### config.mk
export PLATFORM = sky130hd
export DESIGN_NAME = hsem_bank
export DESIGN_NICKNAME = d
export VERILOG_FILES = /design/src/rtl/hsem_pkg.sv /design/src/rtl/hsem_ctrl.sv /design/src/rtl/hsem_dp.sv /design/src/rtl/hsem_bank.sv
export SDC_FILE = /design/constraint.sdc
export NUM_CORES = 1
export LEC_CHECK = 0
export ABC_AREA = 1
export CAP_MARGIN = 20
export CORE_MARGIN = 10
export CORE_UTILIZATION = 25
export DETAILED_ROUTE_END_ITERATION = 8
export PLACE_DENSITY = 0.42
export REMOVE_ABC_BUFFERS = 1
export SYNTH_ARGS = -nofsm -noshare
export SYNTH_HDL_FRONTEND = slang
export SYNTH_SLANG_ARGS = --single-unit
### constraint.sdc
create_clock -name clk -period 1.9 [get_ports clk]
set_input_delay 0.38 -clock clk [delete_from_list [all_inputs] [get_ports clk]]
set_output_delay 0.38 -clock clk [all_outputs]
set_load 0.05 [all_outputs]
### src/rtl/hsem_pkg.sv
package hsem_pkg;
  localparam int DATA_W = 32;
  localparam int ID_W   = 4;
  localparam int IDX_W  = 8;

  // per-port strobes from decode to datapath
  typedef struct packed {
    logic              semWr;
    logic              ctrlWr;
    logic              rdEn;
    logic              rdSem;
    logic              rdCtrl;
    logic [IDX_W-1:0]  semIdx;
    logic [ID_W-1:0]   mid;
    logic [DATA_W-1:0] wdata;
  } portStb_t;
endpackage

### src/rtl/hsem_ctrl.sv
module hsem_ctrl
  import hsem_pkg::*;
#(
  parameter int NUM_SEM  = 32,
  parameter int NUM_PORT = 2,
  parameter int ADDR_W   = 8
) (
  input  logic [NUM_PORT*ADDR_W-1:0] busAddr,
  input  logic [NUM_PORT-1:0]        busWe,
  input  logic [NUM_PORT*DATA_W-1:0] busWdata,
  input  logic [NUM_PORT-1:0]        busRe,
  input  logic [NUM_PORT*ID_W-1:0]   busMid,
  output portStb_t                   stb [NUM_PORT]
);
  localparam logic [31:0] SEM_BASE = 32'h8;
  localparam logic [31:0] SEM_END  = SEM_BASE + 32'(4 * NUM_SEM);
  localparam logic [31:0] CTRL_OFF = 32'h0;

  for (genvar p = 0; p < NUM_PORT; p++) begin : g_port
    logic [31:0] addrExt;
    logic [31:0] semOff;
    logic        isSem;
    logic        isCtrl;

    assign addrExt = 32'(busAddr[p*ADDR_W +: ADDR_W]);
    assign semOff  = addrExt - SEM_BASE;
    assign isSem   = (addrExt >= SEM_BASE) && (addrExt < SEM_END) && (addrExt[1:0] == 2'b00);
    assign isCtrl  = (addrExt == CTRL_OFF);

    always_comb begin
      stb[p].semWr  = busWe[p] & isSem;
      stb[p].ctrlWr = busWe[p] & isCtrl;
      stb[p].rdEn   = busRe[p];
      stb[p].rdSem  = isSem;
      stb[p].rdCtrl = isCtrl;
      stb[p].semIdx = semOff[IDX_W+1:2];
      stb[p].mid    = busMid[p*ID_W +: ID_W];
      stb[p].wdata  = busWdata[p*DATA_W +: DATA_W];
    end
  end
endmodule

### src/rtl/hsem_dp.sv
module hsem_dp
  import hsem_pkg::*;
#(
  parameter int NUM_SEM  = 32,
  parameter int NUM_PORT = 2
) (
  input  logic                       clk,
  input  logic                       rstN,
  input  portStb_t                   stb [NUM_PORT],
  output logic [NUM_PORT*DATA_W-1:0] busRdata,
  output logic [NUM_SEM*ID_W-1:0]    ownerFlat,
  output logic                       protoSel
);
  logic [DATA_W-1:0] ctrlQ;
  logic [DATA_W-1:0] ctrlNxt;

  assign protoSel = ctrlQ[0];

  // control register: lower port wins by being applied last
  always_comb begin
    ctrlNxt = ctrlQ;
    for (int p = NUM_PORT - 1; p >= 0; p--) begin
      if (stb[p].ctrlWr) ctrlNxt = stb[p].wdata;
    end
  end

  always_ff @(posedge clk or negedge rstN) begin
    if (!rstN) ctrlQ <= '0;
    else       ctrlQ <= ctrlNxt;
  end

  for (genvar s = 0; s < NUM_SEM; s++) begin : g_sem
    logic [ID_W-1:0] ownQ;
    logic [ID_W-1:0] ownNxt;
    logic            relHit;

    always_comb begin
      relHit = 1'b0;
      ownNxt = ownQ;
      if (!ctrlQ[0]) begin
        for (int p = 0; p < NUM_PORT; p++) begin
          if (stb[p].semWr && stb[p].semIdx == IDX_W'(s) && stb[p].wdata == '0
              && ownQ != '0 && stb[p].mid == ownQ)
            relHit = 1'b1;
        end
        if (relHit) begin
          ownNxt = '0;
        end else if (ownQ == '0) begin
          for (int p = NUM_PORT - 1; p >= 0; p--) begin
            if (stb[p].semWr && stb[p].semIdx == IDX_W'(s) && stb[p].mid != '0
                && stb[p].wdata == DATA_W'(stb[p].mid))
              ownNxt = stb[p].mid;
          end
        end
      end
    end

    always_ff @(posedge clk or negedge rstN) begin
      if (!rstN) ownQ <= '0;
      else       ownQ <= ownNxt;
    end

    assign ownerFlat[s*ID_W +: ID_W] = ownQ;
  end

  for (genvar p = 0; p < NUM_PORT; p++) begin : g_rd
    logic [DATA_W-1:0] rdQ;
    logic [DATA_W-1:0] rdVal;

    always_comb begin
      if (stb[p].rdCtrl)     rdVal = ctrlQ;
      else if (stb[p].rdSem) rdVal = DATA_W'(ownerFlat[32'(stb[p].semIdx) * ID_W +: ID_W]);
      else                   rdVal = '0;
    end

    always_ff @(posedge clk or negedge rstN) begin
      if (!rstN)           rdQ <= '0;
      else if (stb[p].rdEn) rdQ <= rdVal;
    end

    assign busRdata[p*DATA_W +: DATA_W] = rdQ;
  end
endmodule

### src/rtl/hsem_bank.sv
module hsem_bank #(
  parameter int NUM_SEM  = 32,
  parameter int NUM_PORT = 2,
  parameter int ADDR_W   = 8
) (
  input  logic                   clk,
  input  logic                   rstN,
  input  logic [NUM_PORT*ADDR_W-1:0] busAddr,
  input  logic [NUM_PORT-1:0]    busWe,
  input  logic [NUM_PORT*32-1:0] busWdata,
  input  logic [NUM_PORT-1:0]    busRe,
  input  logic [NUM_PORT*4-1:0]  busMid,
  output logic [NUM_PORT*32-1:0] busRdata
);
  hsem_pkg::portStb_t stb [NUM_PORT];
  logic [NUM_SEM*4-1:0] ownerFlat;
  logic                 protoSel;

  hsem_ctrl #(.NUM_SEM(NUM_SEM), .NUM_PORT(NUM_PORT), .ADDR_W(ADDR_W)) uCtrl (
    .busAddr  (busAddr),
    .busWe    (busWe),
    .busWdata (busWdata),
    .busRe    (busRe),
    .busMid   (busMid),
    .stb      (stb)
  );

  hsem_dp #(.NUM_SEM(NUM_SEM), .NUM_PORT(NUM_PORT)) uDp (
    .clk       (clk),
    .rstN      (rstN),
    .stb       (stb),
    .busRdata  (busRdata),
    .ownerFlat (ownerFlat),
    .protoSel  (protoSel)
  );
endmodule

==> results.md <==
* Status: complete, no violations
* Chip width at about 310 um
* Crit path depth at 1
* Cell taking the most area after synthesis: dfrtp_1
* Register clock-pin slew on the reported worst setup and hold paths at roughly 0.06 ns
* Unrepaired setup endpoints after global routing: yes
* Sequential standard cell area at between 5000 and 6000 um^2
* Pwr/cell area at between 400 and 500 nW/um^2
* Met2 usage at 36.3%
* Synth top area share at approximately a quarter
* Critical path arrival at 1.48 ns
* Final WL at approximately 120 mm
* Fin worst setup slack at roughly 0.04 ns
* CTS H-tree depth at 1
* Fmax at roughly 540 MHz
* Most frequent cells in the layout: nand2_1 (1140), buf_4 (546), nor2_1 (347)
* Final core utilization at between 30% and 40%
* Clk pwr share at between 40% and 50%
* Sequential area share after synthesis at 26.0%
* Post-Layout Cell Count at 5334
* Number of max-cap violations at 0
* Worst skew pair latency at between 0.6 and 0.7 ns
* Die Y at approximately 310 um
* Drt first pass iters at 5
* Via count at ~27000
* Core region area at ~85000 um^2
* Class of the worst hold path: input pin to flip-flop
* Final min period at approximately 1.9 ns
* Worst setup EP type: output pin
* Clock sink count at approximately 220
* Leakage Power at approximately 16 nW
* Post-synthesis async set-or-reset flop share at 100%
* Routability Congestion at around 1.0
* Tot Pwr at about 0.015 W
* CP startpoint kind: flip-flop
* Vias/cell at 4.97
* Clock Tree Buf Depth at 3
* Final nets at 4260
* Max VDD drop at between 700 and 800 uV
* Internal at 0.0101 W
* DRC Markers at 0
* Footprint of the multi-input gates at between 10000 and 15000 um^2
* TritonCTS clock tree: yes
* Crit-path max FO at 2
* Netlist cell types at 43
* Crit path largest cell delay at 0.50 ns
* Largest net degree at the start of global routing at 60
* Crit-path cells: clkdlybuf4s15_1
* Row count at 107
* R2R depth at 10
* Synthesized area at roughly 22000 um^2
* Initial drt markers at between 2000 and 3000
* Setup CP Type: flip-flop to output pin
* Buf/Inv on CP at 1
* Syn Inst Count at 3602
* DIE AREA at ~98000 um^2
* Io pins at between 150 and 200
* GRT Residual Overflow at 0
* Syn-to-layout area delta at 46.2%
* Slew Limit Fails at 0
* Clk_skew at 0.0213 ns
* Dpl cell area at 28300 um^2
* Ys Warns at 0
* First-pass GRT wire length at approximately 170 mm
* DP HPWL at 89.1 mm
* GR met1 Demand/Resource at 30.5%
* Final Hold Viols at 0
* Clk root buf: clkbuf_16
* Comb pwr share at around a quarter
* Fraction of layout cells with a size suffix above 1 at between 20% and 30%
* EDFF count, synth at 0
* Avg Cell Area, Syn at approximately 6.0 um^2
* WL/cell at between 20 and 25 um
* Switch share at 33.2%
* Final setup fails at 0
* Dpl cells at between 5000 and 6000
* GR Util met3 at 4.46%
* GRT Max-Usage Layer: met2
* Vias in the first global route at roughly 25000
* Delay-heaviest family, CP: buffers and inverters
* CTS buffer count at 31
* Area contributors post-synth: dfrtp_1 (26%), nand2_1 (22%), nor2_1 (7.5%)
* FILL cells at around 9400
* Pre-CTS WS at -1.27 ns
* Slew headroom at between 60% and 70%
* Worst Path Required at ~1.5 ns
* Starting Density at between 20% and 30%
* Switching power of the nets at roughly 0.0050 W
* Initial antenna violation count at 11
* Sequential share of power at about a third
* Tcrit/Tclk final at just under 100%
* Post-route cell area at approximately 32000 um^2
* CP max-delay cell: clkdlybuf4s15_1
* Hold Path Stages at 3
* Worst-margin pin slew at approximately 0.52 ns
* Total track usage at a little under a quarter
* Commonest non-fill, non-tap cell in the layout: nand2_1
* ANT nets after route at 0
* I/O Buffers at between 150 and 200
* Main flop type after synthesis: dfrtp_1
* Flops & latches, synth at 224
per-stage QoR:
stage,hold slack (ns),TNS [ns]
final,0.0490,0
after global routing,0.0614,-0.168
after CTS,0.136,-0.0448
after detailed placement,0.336,-187.55
after global placement,0.333,-187.29
after floorplan,0.0844,-540.82
flip-flops by register name, indices dropped and copies added, names as in the netlist:
signal and cells:
uDp.g_sem.ownQ 128, uDp.ctrlQ 32, uDp.g_rd.rdQ 64
power by group through the flow:
stage	combinational, W	clock [W]	sequential, W
2_1_floorplan	0.00133	0	0.00507
3_3_place_gp	0.00359	0	0.00502
3_5_place_dp	0.00358	0	0.00502
4_1_cts	0.00372	0.00648	0.00493
5_1_grt	0.00409	0.00663	0.00494
6_report	0.00384	0.00631	0.00493
routing by layer:
metal,wire (um),vias up
li1,-,12800
met1,53100,12600
met2,52000,908
met3,8700,208
met4,4820,8
met5,38,-
synth_stat cells (all sizes together) (4+ instances only):
cell type  number
nand3         319
dfrtp         224
inv           294
o22ai          71
buf           109
nor3           27
nor2          469
xnor2          36
or2             6
a21oi          82
o211ai         12
a22oi           5
nand2b          4
o221ai          8
o31ai          54
nand2        1295
nand3b         14
clkbuf        128
o21ai          68
xor2          150
o2111ai        12
nand4         178
ha              4
nor4           23
logic make-up (layout without fill, tap and decap cells):
family / count (synthesis) / count (layout) / share of synthesized area, %
flops: 224 / 224 / 26.0
xor+xnor: 186 / 186 / 7.55
fa+ha+maj: 4 / 4 / 0.232
compound gates: 314 / 314 / 8.92
buf+inv: 534 / 1119 / 10.0
simple gates: 2340 / 2340 / 47.3
other cells: 0 / 3 / 0
worst paths after layout:
kind	start	to	slack, ns
min in group asynchronous	rstN	uDp.g_rd[0].rdQ[26]$_DFFE_PN0P_	0.24
worst min register to register	uDp.g_rd[1].rdQ[26]$_DFFE_PN0P_	uDp.g_rd[1].rdQ[26]$_DFFE_PN0P_	0.48
worst max-delay path	uDp.g_rd[1].rdQ[23]$_DFFE_PN0P_	busRdata[55]	0.04
worst max register to register	uDp.g_sem[21].ownQ[3]$_DFFE_PN0P_	uDp.g_rd[1].rdQ[3]$_DFFE_PN0P_	0.05
max in group asynchronous	rstN	uDp.g_sem[19].ownQ[3]$_DFFE_PN0P_	0.97
worst min-delay path	busWdata[47]	uDp.ctrlQ[15]$_DFFE_PN0P_	0.05
cell type report:
type                       instances  area share [%]
antenna                            3          0.0238
inverter                         297            3.59
sequential                       224            17.8
clock inverter                    15           0.635
tap                             1144            4.54
timing repair buffer             764            23.2
clock buffer                      43            2.76
multi-input combinational       2844            47.4
what timing repair did:
item                       in CTS  in global routing
hold endpoints to repair       34                  0
pin swaps                      62                116
gates cloned                    7                  5
gates resized for setup       248                271
hold buffers                    1                  0
setup endpoints to repair     144                139
setup buffers                  20                 21
Note: power is estimated with default switching activity, not from simulation.
